File: src/rtl/i2cb_pkg.sv
// Shared types for the I2C wire-to-transaction bridge.
// Assumes: 8-bit bytes, 7-bit addressing.
package i2cb_pkg;
    localparam int BYTE_W = 8;
    localparam int ADDR_W = BYTE_W - 1;

    typedef enum logic [2:0] {
        ST_IDLE,      // waiting for START
        ST_SHIFT_IN,  // collecting address or write byte
        ST_ACK,       // ninth clock of a master-to-target byte
        ST_SHIFT_OUT, // presenting a read byte
        ST_MACK,      // ninth clock of a read byte
        ST_MUTED      // master refused: ignore clocks
    } bridge_state_t;
endpackage

File: src/rtl/i2cb_sync.sv
// Multi-stage synchronizer for a bundle of asynchronous lines.
// Assumes: each line is independent; reset value is the idle bus level.
module i2cb_sync #(
    parameter int WIDTH  = 2,
    parameter int STAGES = 2,
    parameter logic [WIDTH-1:0] IDLE_VAL = '1
) (
    input  logic             clk,
    input  logic             rst_n,
    input  logic [WIDTH-1:0] d_i,
    output logic [WIDTH-1:0] q_o
);
    logic [WIDTH-1:0] pipe [STAGES];

    // first stage captures the raw lines
    always_ff @(posedge clk) begin
        if (!rst_n) pipe[0] <= IDLE_VAL;
        else        pipe[0] <= d_i;
    end

    genvar g;
    generate
        for (g = 1; g < STAGES; g++) begin : g_stage
            // later stages retime the previous stage
            always_ff @(posedge clk) begin
                if (!rst_n) pipe[g] <= IDLE_VAL;
                else        pipe[g] <= pipe[g-1];
            end
        end
    endgenerate

    assign q_o = pipe[STAGES-1];
endmodule

File: src/rtl/i2cb_edge.sv
// Bus condition detector: compares synchronized SCL/SDA with the levels
// seen one sample earlier and emits START, STOP, SCL rise and SCL fall
// strobes. A START/STOP decision uses the earlier SCL level and, when it
// fires, suppresses a clock edge in the same sample.
// Assumes: inputs are already synchronized to clk.
module i2cb_edge (
    input  logic clk,
    input  logic rst_n,
    input  logic scl_s,
    input  logic sda_s,
    output logic ev_start,
    output logic ev_stop,
    output logic ev_rise,
    output logic ev_fall,
    output logic sda_seen
);
    logic scl_seen;
    logic sda_cond;
    logic scl_chg;

    // remember the levels of the previous sample
    always_ff @(posedge clk) begin
        if (!rst_n) begin
            scl_seen <= 1'b1;
            sda_seen <= 1'b1;
        end else begin
            scl_seen <= scl_s;
            sda_seen <= sda_s;
        end
    end

    // classify the change between the previous and current sample
    always_comb begin
        sda_cond = (sda_s ^ sda_seen) & scl_seen;
        scl_chg  = scl_s ^ scl_seen;
        ev_start = sda_cond & ~sda_s;
        ev_stop  = sda_cond &  sda_s;
        ev_rise  = scl_chg  &  scl_s & ~sda_cond;
        ev_fall  = scl_chg  & ~scl_s & ~sda_cond;
    end

    assert_events_exclusive_R10: assert property (@(posedge clk) disable iff (!rst_n)
        $onehot0({ev_start, ev_stop, ev_rise, ev_fall}));

    assert_no_double_rise_R10: assert property (@(posedge clk) disable iff (!rst_n)
        ev_rise |=> !ev_rise);
endmodule

File: src/rtl/i2cb_fsm.sv
// Byte engine: shifts address/write bytes in, forwards them as start or
// write requests, returns the target's ACK/NACK, fetches and shifts out
// read bytes, and handles the master's acknowledge.
// Assumes: target answers (nack, read data) combinationally in the
// request cycle; strobes from i2cb_edge are mutually exclusive.
module i2cb_fsm
    import i2cb_pkg::*;
#(
    parameter int DATA_W = BYTE_W
) (
    input  logic              clk,
    input  logic              rst_n,
    input  logic              ev_start,
    input  logic              ev_stop,
    input  logic              ev_rise,
    input  logic              ev_fall,
    input  logic              sda_now,
    output logic              drive_o,
    output logic              start_req,
    output logic [DATA_W-2:0] addr_o,
    output logic              rnw_o,
    output logic              write_req,
    output logic [DATA_W-1:0] wdata_o,
    input  logic              nack_i,
    output logic              read_req,
    input  logic [DATA_W-1:0] rdata_i,
    output logic              mnack_req,
    output logic              end_req
);
    localparam int CNT_W = $clog2(DATA_W);
    localparam logic [CNT_W-1:0] LAST_BIT = CNT_W'(DATA_W - 1);

    bridge_state_t     state_q;
    logic [CNT_W-1:0]  cnt_q;
    logic [DATA_W-1:0] shreg_q;
    logic              addr_ok_q;
    logic              rnw_q;
    logic              at_ack;

    // request strobes decoded from the current state and bus event
    always_comb begin
        at_ack    = ev_rise && (state_q == ST_ACK);
        start_req = at_ack && !addr_ok_q;
        write_req = at_ack &&  addr_ok_q;
        read_req  = ev_rise && (state_q == ST_SHIFT_OUT) && (cnt_q == '0);
        mnack_req = ev_rise && (state_q == ST_MACK) && sda_now;
        end_req   = (ev_stop && addr_ok_q) || (at_ack && nack_i);
        addr_o    = shreg_q[DATA_W-1:1];
        rnw_o     = shreg_q[0];
        wdata_o   = shreg_q;
    end

    // protocol state, shift register and SDA drive
    always_ff @(posedge clk) begin
        if (!rst_n) begin
            state_q   <= ST_IDLE;
            cnt_q     <= '0;
            shreg_q   <= '0;
            addr_ok_q <= 1'b0;
            rnw_q     <= 1'b0;
            drive_o   <= 1'b1;
        end else if (ev_start) begin
            state_q   <= ST_SHIFT_IN;
            cnt_q     <= '0;
            addr_ok_q <= 1'b0;
            drive_o   <= 1'b1;
        end else if (ev_stop) begin
            state_q   <= ST_IDLE;
            addr_ok_q <= 1'b0;
            drive_o   <= 1'b1;
        end else if (ev_fall) begin
            drive_o   <= 1'b1;
        end else if (ev_rise) begin
            case (state_q)
                ST_SHIFT_IN: begin
                    shreg_q <= {shreg_q[DATA_W-2:0], sda_now};
                    cnt_q   <= cnt_q + 1'b1;
                    drive_o <= 1'b1;
                    if (cnt_q == LAST_BIT) state_q <= ST_ACK;
                end
                ST_ACK: begin
                    cnt_q <= '0;
                    if (nack_i) begin
                        state_q   <= ST_IDLE;
                        addr_ok_q <= 1'b0;
                        drive_o   <= 1'b1;
                    end else begin
                        drive_o <= 1'b0;
                        if (!addr_ok_q) begin
                            addr_ok_q <= 1'b1;
                            rnw_q     <= shreg_q[0];
                            state_q   <= shreg_q[0] ? ST_SHIFT_OUT : ST_SHIFT_IN;
                        end else begin
                            state_q   <= rnw_q ? ST_SHIFT_OUT : ST_SHIFT_IN;
                        end
                    end
                end
                ST_SHIFT_OUT: begin
                    if (cnt_q == '0) begin
                        drive_o <= rdata_i[DATA_W-1];
                        shreg_q <= {rdata_i[DATA_W-2:0], 1'b0};
                    end else begin
                        drive_o <= shreg_q[DATA_W-1];
                        shreg_q <= {shreg_q[DATA_W-2:0], 1'b0};
                    end
                    cnt_q <= cnt_q + 1'b1;
                    if (cnt_q == LAST_BIT) state_q <= ST_MACK;
                end
                ST_MACK: begin
                    drive_o <= 1'b1;
                    cnt_q   <= '0;
                    state_q <= sda_now ? ST_MUTED : ST_SHIFT_OUT;
                end
                default: drive_o <= 1'b1;
            endcase
        end
    end

    assert_req_onehot_R11: assert property (@(posedge clk) disable iff (!rst_n)
        $onehot0({start_req, write_req, read_req, mnack_req}));

    assert_start_pulse_R11: assert property (@(posedge clk) disable iff (!rst_n)
        start_req |=> !start_req);

    assert_read_pulse_R11: assert property (@(posedge clk) disable iff (!rst_n)
        read_req |=> !read_req);

    assert_ack_drives_low_R4: assert property (@(posedge clk) disable iff (!rst_n)
        ((start_req || write_req) && !nack_i) |=> !drive_o);

    assert_nack_releases_R5: assert property (@(posedge clk) disable iff (!rst_n)
        ((start_req || write_req) && nack_i) |=> (drive_o && state_q == ST_IDLE));

    assert_end_closes_R2: assert property (@(posedge clk) disable iff (!rst_n)
        end_req |=> !addr_ok_q);

    assert_fall_releases_R10: assert property (@(posedge clk) disable iff (!rst_n)
        ev_fall |=> drive_o);

    assert_muted_quiet_R7: assert property (@(posedge clk) disable iff (!rst_n)
        (state_q == ST_MUTED) |-> (!read_req && !start_req && !write_req && drive_o));
endmodule

File: src/rtl/i2c_wire_bridge.sv
// Top of the I2C wire-to-transaction bridge: synchronizes the bus lines,
// detects bus conditions, runs the byte engine and forms the returned
// SDA level as bridge drive AND master SDA.
// Assumes: no clock stretching, 7-bit addressing, a single master.
module i2c_wire_bridge
    import i2cb_pkg::*;
#(
    parameter int SYNC_STAGES = 2
) (
    input  logic              clk,
    input  logic              rst_n,
    input  logic              scl_i,
    input  logic              sda_i,
    output logic              sda_o,
    output logic              tgt_start_o,
    output logic [ADDR_W-1:0] tgt_addr_o,
    output logic              tgt_rnw_o,
    output logic              tgt_write_o,
    output logic [BYTE_W-1:0] tgt_wdata_o,
    input  logic              tgt_nack_i,
    output logic              tgt_read_o,
    input  logic [BYTE_W-1:0] tgt_rdata_i,
    output logic              tgt_mnack_o,
    output logic              tgt_end_o
);
    logic [1:0] lines_s;
    logic ev_start, ev_stop, ev_rise, ev_fall;
    logic sda_seen;
    logic drive;

    i2cb_sync #(.WIDTH(2), .STAGES(SYNC_STAGES), .IDLE_VAL(2'b11)) i_sync (
        .clk   (clk),
        .rst_n (rst_n),
        .d_i   ({scl_i, sda_i}),
        .q_o   (lines_s)
    );

    i2cb_edge i_edge (
        .clk      (clk),
        .rst_n    (rst_n),
        .scl_s    (lines_s[1]),
        .sda_s    (lines_s[0]),
        .ev_start (ev_start),
        .ev_stop  (ev_stop),
        .ev_rise  (ev_rise),
        .ev_fall  (ev_fall),
        .sda_seen (sda_seen)
    );

    i2cb_fsm #(.DATA_W(BYTE_W)) i_fsm (
        .clk       (clk),
        .rst_n     (rst_n),
        .ev_start  (ev_start),
        .ev_stop   (ev_stop),
        .ev_rise   (ev_rise),
        .ev_fall   (ev_fall),
        .sda_now   (lines_s[0]),
        .drive_o   (drive),
        .start_req (tgt_start_o),
        .addr_o    (tgt_addr_o),
        .rnw_o     (tgt_rnw_o),
        .write_req (tgt_write_o),
        .wdata_o   (tgt_wdata_o),
        .nack_i    (tgt_nack_i),
        .read_req  (tgt_read_o),
        .rdata_i   (tgt_rdata_i),
        .mnack_req (tgt_mnack_o),
        .end_req   (tgt_end_o)
    );

    // wired-AND of the bridge drive and the master's line
    assign sda_o = drive & sda_seen;

    assert_master_low_wins_R8: assert property (@(posedge clk) disable iff (!rst_n)
        !sda_seen |-> !sda_o);
endmodule

File: config.mk
export PLATFORM = sky130hd
export DESIGN_NAME = i2c_wire_bridge
export DESIGN_NICKNAME = d
export VERILOG_FILES = /design/src/rtl/i2cb_pkg.sv /design/src/rtl/i2cb_sync.sv /design/src/rtl/i2cb_edge.sv /design/src/rtl/i2cb_fsm.sv /design/src/rtl/i2c_wire_bridge.sv
export SDC_FILE = /design/constraint.sdc
export NUM_CORES = 1
export LEC_CHECK = 0
export ABC_CLOCK_PERIOD_IN_PS = 2009
export BUFFER_PORTS_ARGS = -buffer_cell sky130_fd_sc_hd__buf_2
export CAP_MARGIN = 20
export CORE_ASPECT_RATIO = 1.2
export CORE_MARGIN = 3
export CORE_UTILIZATION = 53
export CTS_BUF_LIST = sky130_fd_sc_hd__clkbuf_4
export DETAILED_ROUTE_END_ITERATION = 7
export PLACE_DENSITY = 0.81
export SYNTH_ARGS = -nofsm -noshare
export SYNTH_HDL_FRONTEND = slang
export SYNTH_SLANG_ARGS = --single-unit
File: constraint.sdc
create_clock -name clk -period 2.01 [get_ports clk]
set_clock_uncertainty 0.2 [all_clocks]
set_input_delay 0.201 -clock clk [delete_from_list [all_inputs] [get_ports clk]]
set_output_delay 0.201 -clock clk [all_outputs]
set_load 0.02 [all_outputs]
Word-level counts from Yosys, hierarchy flattened
Memory sizes are Yosys's and may differ from the RTL's.
Index checks and enable logic that the tools add are counted.
W data, S select, Z words.
Cells by class
  add/subtract/negate cells: 1
  equal/unequal tests: 10
  muxes and demuxes: 23
  bitwise logic cells: 21
  reduce and logical (&&, ||, !) cells: 28
Operators with widths (number)
  $pmux W8 S2: 1
  $mux W3: 5
  $reduce_and A5 Y1: 3
  $pmux W3 S4: 1
  $logic_and A1 B1 Y1: 9
  $mux W1: 9
  $not A1 Y1: 9
  $and A1 B1 Y1: 8
  $mux W2: 4
  $mux W8: 1
  $reduce_and A7 Y1: 1
  $eq A3 B2 Y1 const B: 2
  $eq A3 B3 Y1 const B: 2
  $pmux W3 S2: 1
  $reduce_bool A6 Y1: 1
  $reduce_or A2 Y1: 3
  $ne A4 B2 Y1 const B: 1
  $ne A4 B3 Y1 const B: 1
  $reduce_and A4 Y1: 1
  $reduce_bool A2 Y1: 2
  $reduce_bool A4 Y1: 1
  $reduce_or A4 Y1: 1
  $add A3 B1 Y3 const B: 1
  $eq A3 B1 Y1 const B: 1
  other kinds (12): 14
Word-level totals
  register bits after elaboration: 19
  RAM bits: 4
  input bits: 13
  output and inout port bits: 22
  memories kept: 1
Memories
  i_sync.pipe: words 2, width 2, read ports 2, clocked after Yosys merged registers in 0, write ports 2, line i2cb_sync.sv:13  | logic [WIDTH-1:0] pipe [STAGES];

Depth between registers and ports, before layout
An unclocked memory read counts as a cell.
  depth after elaboration: 9
  mapped depth: 7
  mapped depth without buffers: 6

By module
Synthesis repeated with hierarchy kept, for this count alone.
Unflattened totals
  cells, all modules: 141
  area total of the unflattened synthesis: 1315.0 µm²
Modules (own cells, without submodules)
  i2cb_fsm: instances 1, cells an instance 122, area each 1106.1 µm²
  i2cb_sync: instances 1, cells an instance 8, area each 105.1 µm²
  i2cb_edge: instances 1, cells an instance 10, area each 97.6 µm²
  i2c_wire_bridge: instances 1, cells an instance 1, area each 6.3 µm²

Worst setup path after synthesis
OpenSTA, ideal clock, no wires.
  path type: reg2reg
  from: register i_edge.scl_seen
  to: register i_fsm.rnw_q
  library setup time: 0.118 ns
  data arrival time: 1.383 ns
  required time: 1.692 ns
  slack: 0.309 ns
  stages on the path, launching flop included: 6
  clock period less this slack: 1.701 ns
  path through: dfxtp_1 > nand2b_1 > buf_2 > nor4_2 > nand2b_1 > mux2i_1
Between the ends
  cells in the longest elaborated chain, start to end: 5
Ends and longest elaborated chain
  start: declaration: line i2cb_edge.sv:17  | logic scl_seen;
  start signal: assignment: line i2cb_edge.sv:27  | scl_seen <= scl_s;
  $xor A1 B1 Y1 / $and A1 B1 Y1 (equally long branches): line i2cb_edge.sv:35, i2cb_edge.sv:34
  $and A1 B1 Y1 / $not A1 Y1 (equally long branches): line i2cb_edge.sv:39, i2cb_edge.sv:38
  $and A1 B1 Y1: line i2cb_edge.sv:39  | ev_fall = scl_chg & ~scl_s & ~sda_cond;
  $not A1 Y1 (no line)
  $reduce_and A7 Y1 (no line) *
  end signal: assignment: line i2cb_fsm.sv:91  | rnw_q <= shreg_q[0];
  end: declaration: line i2cb_fsm.sv:37  | logic rnw_q;
Every way passes the cells marked *; elsewhere a longest branch is shown, timed or not.
A chain may end at the register's enable or synchronous reset.

Worst setup path after layout
  from: register i_fsm.state_q[1]
  to: output tgt_end_o
Between the ends
  cells in the longest elaborated chain, start to end: 4
Ends and longest elaborated chain
  start: declaration: line i2cb_fsm.sv:33  | bridge_state_t state_q;
  start signal: assignment: line i2cb_fsm.sv:92  | state_q <= shreg_q[0] ? ST_SHIFT_OUT : ST_SHIFT_IN;
  start signal: assignment: line i2cb_fsm.sv:94  | state_q <= rnw_q ? ST_SHIFT_OUT : ST_SHIFT_IN;
  start signal: assignment: line i2cb_fsm.sv:112  | state_q <= sda_now ? ST_MUTED : ST_SHIFT_OUT;
  $eq A3 B2 Y1: line i2cb_fsm.sv:42  | at_ack = ev_rise && (state_q == ST_ACK);
  $logic_and A1 B1 Y1: line i2cb_fsm.sv:42
  $logic_and A1 B1 Y1: line i2cb_fsm.sv:47  | end_req = (ev_stop && addr_ok_q) || (at_ack && nack_i);
  $logic_or A1 B1 Y1: line i2cb_fsm.sv:47
  end: declaration: line i2c_wire_bridge.sv:24  | output logic tgt_end_o
No other way between the ends.

==> metrics.yaml <==
finalWirelength_um: 2830
period_needed_ns: 1.98
worst-setup-path-type: "flip-flop to output pin"
crit_fanout: 11
synthDistinctLibCells: 40
fin_crit_sh: 0.985
die_h_um: 58.3
ff2ff_setup_slack_ns: 0.20
pin_count: 35
layout_commonest_cell: "buf_2"
fp.dieArea_mm2: 0.00289
synthFlopType: "dfxtp_1"
cp.arrival_ns: 1.58
ant_nets: 0
drt_iter0_markers: 36
clk_latency_ns: 0.31
outcome: "complete, no violations"
post-place-ws_ns: 0.161
synth_seq_area_share: 0.381
whs_ns: 0.0248
fp-row-count: 18
slew_headroom: 0.700
synth_edf_count: 0
rsz0062_at_grt: "yes"
dp_cells: 189
vias: 1105
grt-ovfl-total: 0
gp_congestion: 0.839
max-cap-violations: 0
placed_cell_area_mm2: 0.00134
fin_cells: 206
syn_inst: 137
grt_max_degree: 21
clock_tree.root_cell: "clkbuf_4"
core_area_mm2: 0.00212
syn_area_mm2: 0.00121
powerDensity_mw_per_mm2: 505
synth_fp_nets: 153
worstMarginPinSlew_ns: 0.445
avgSynthCellArea_um2: 8.83
clkTransAtPathRegs_ns: 0.12
cts_sinks: 23
cts_buffers: 3
htreeDepth: 1
cp.required_ns: 1.61
finalHoldViolCount: 0
ys_warn_count: 0
drc: 0
wl_per_cell_um: 13.7
setup_slack_ns: 0.0304
port_buffers: 34
grt_pass1_vias: 1026
grt_pass1_wl_um: 4400
fp.dieW_um: 49.6
vdd_drop_max_v: 0.000497
tns_ns: 0
track_usage: 0.193
cts_tree: "yes"
async_reset_ff_frac: 0
final-max-slew-violation-count: 0
ys_ff_latch: 23
p_leak_nw: 0.689
postLayoutCoreUtil: 0.716
final_cell_mix: "34 x buf_2, 20 x dfxtp_1, 12 x nand2b_1, 11 x o21ai_0"
antennaDiodeCount: 0
cp-end-kind: "output pin"
total_power_uw: 766
vias_per_cell: 5.36
dp_hpwl_um: 1930
clock_path_buffers: 2
antenna_found_initial: 0
area_growth_syn_to_layout_pct: 25.3
fin_area_mm2: 0.00152
drive_gt1_frac: 0.318
setup_viol_count_final: 0
critPathLaunchType: "flip-flop"
hp-class: "primary input to flip-flop"
drtPass1Iterations: 4
initial_core_util: 0.572
clock.fmax_mhz: 505
fin_nets: 193
registers in the layout (all words and copies together) (netlist names):
register	cells
i_fsm.drive_o	1
i_sync.pipe	4
i_fsm.rnw_q	1
i_edge.scl_seen	1
i_fsm.wdata_o	8
i_fsm.cnt_q	3
i_fsm.state_q	3
i_edge.sda_seen	1
i_fsm.addr_ok_q	1
final timing paths:
| path | startpoint | to | depth (start not counted) |
|---|---|---|---|
| max | i_fsm.state_q[1]$_SDFFE_PP0P_ | tgt_end_o | 5 |
| min | rst_n | i_sync.pipe[1][1]$_SDFF_PN1_ | 2 |
| max reg2reg | i_fsm.cnt_q[0]$_SDFFE_PP0P_ | i_fsm.drive_o$_SDFFE_PP1N_ | 6 |
| min reg2reg | i_sync.pipe[0][1]$_SDFF_PN1_ | i_sync.pipe[1][1]$_SDFF_PN1_ | 1 |
synth_stat cells, drive strengths merged, types with 3 or more instances:
cell / n / area share
nor4: 3 / 0.021
nand2b: 12 / 0.062
nor3: 4 / 0.017
a21oi: 9 / 0.037
nor2: 6 / 0.019
inv: 3 / 0.0093
ha: 3 / 0.031
o21ai: 11 / 0.045
nand2: 9 / 0.028
buf: 14 / 0.084
dfxtp: 23 / 0.38
nor2b: 3 / 0.018
mux2i: 10 / 0.083
final cells by class:
class                   instances  area, um^2
flip-flops and latches         23         467
multi-input cells              95         648
repair buffers                 51         323
fillers                       187         601
inverters                       3        11.3
clock buffers                   4        30.0
well taps                      30        37.5
cells by family after synthesis:
group / synth area share
xor+xnor: 0.00724
flops: 0.381
fa+ha+maj: 0.0310
mux: 0.0920
buf+inv: 0.0993
simple gates: 0.234
compound gates: 0.156
where the power goes:
| part | total (mW) | internal [mW] | leakage [nW] | switching (mW) |
|---|---|---|---|---|
| combinational | 0.0667 | 0.0363 | 0.483 | 0.0304 |
| sequential | 0.471 | 0.462 | 0.188 | 0.00932 |
| clock | 0.228 | 0.0911 | 0.0184 | 0.137 |
metal layers:
layer,vias to the layer above,track usage,wire length (um)
met5,-,0,0
met4,0,0.0711,56
met3,7,0.0228,135
met2,41,0.361,1470
met1,505,0.225,1170
li1,552,-,-
critical path, cell delays in order, from the launching register on:
cell	delay, ns
dfxtp_4	0.42
or2b_4	0.31
nor3_2	0.17
nand2_1	0.11
o21ai_0	0.08
buf_2	0.18
repair_timing:
action                                  CTS  global route
endpoints found under the hold margin    10             0
gates resized for setup                   1             7
hold buffers                             10             0
buffers inserted                          0             3
endpoints found under the setup margin    3             4
Power figures use the tool's default switching activity.
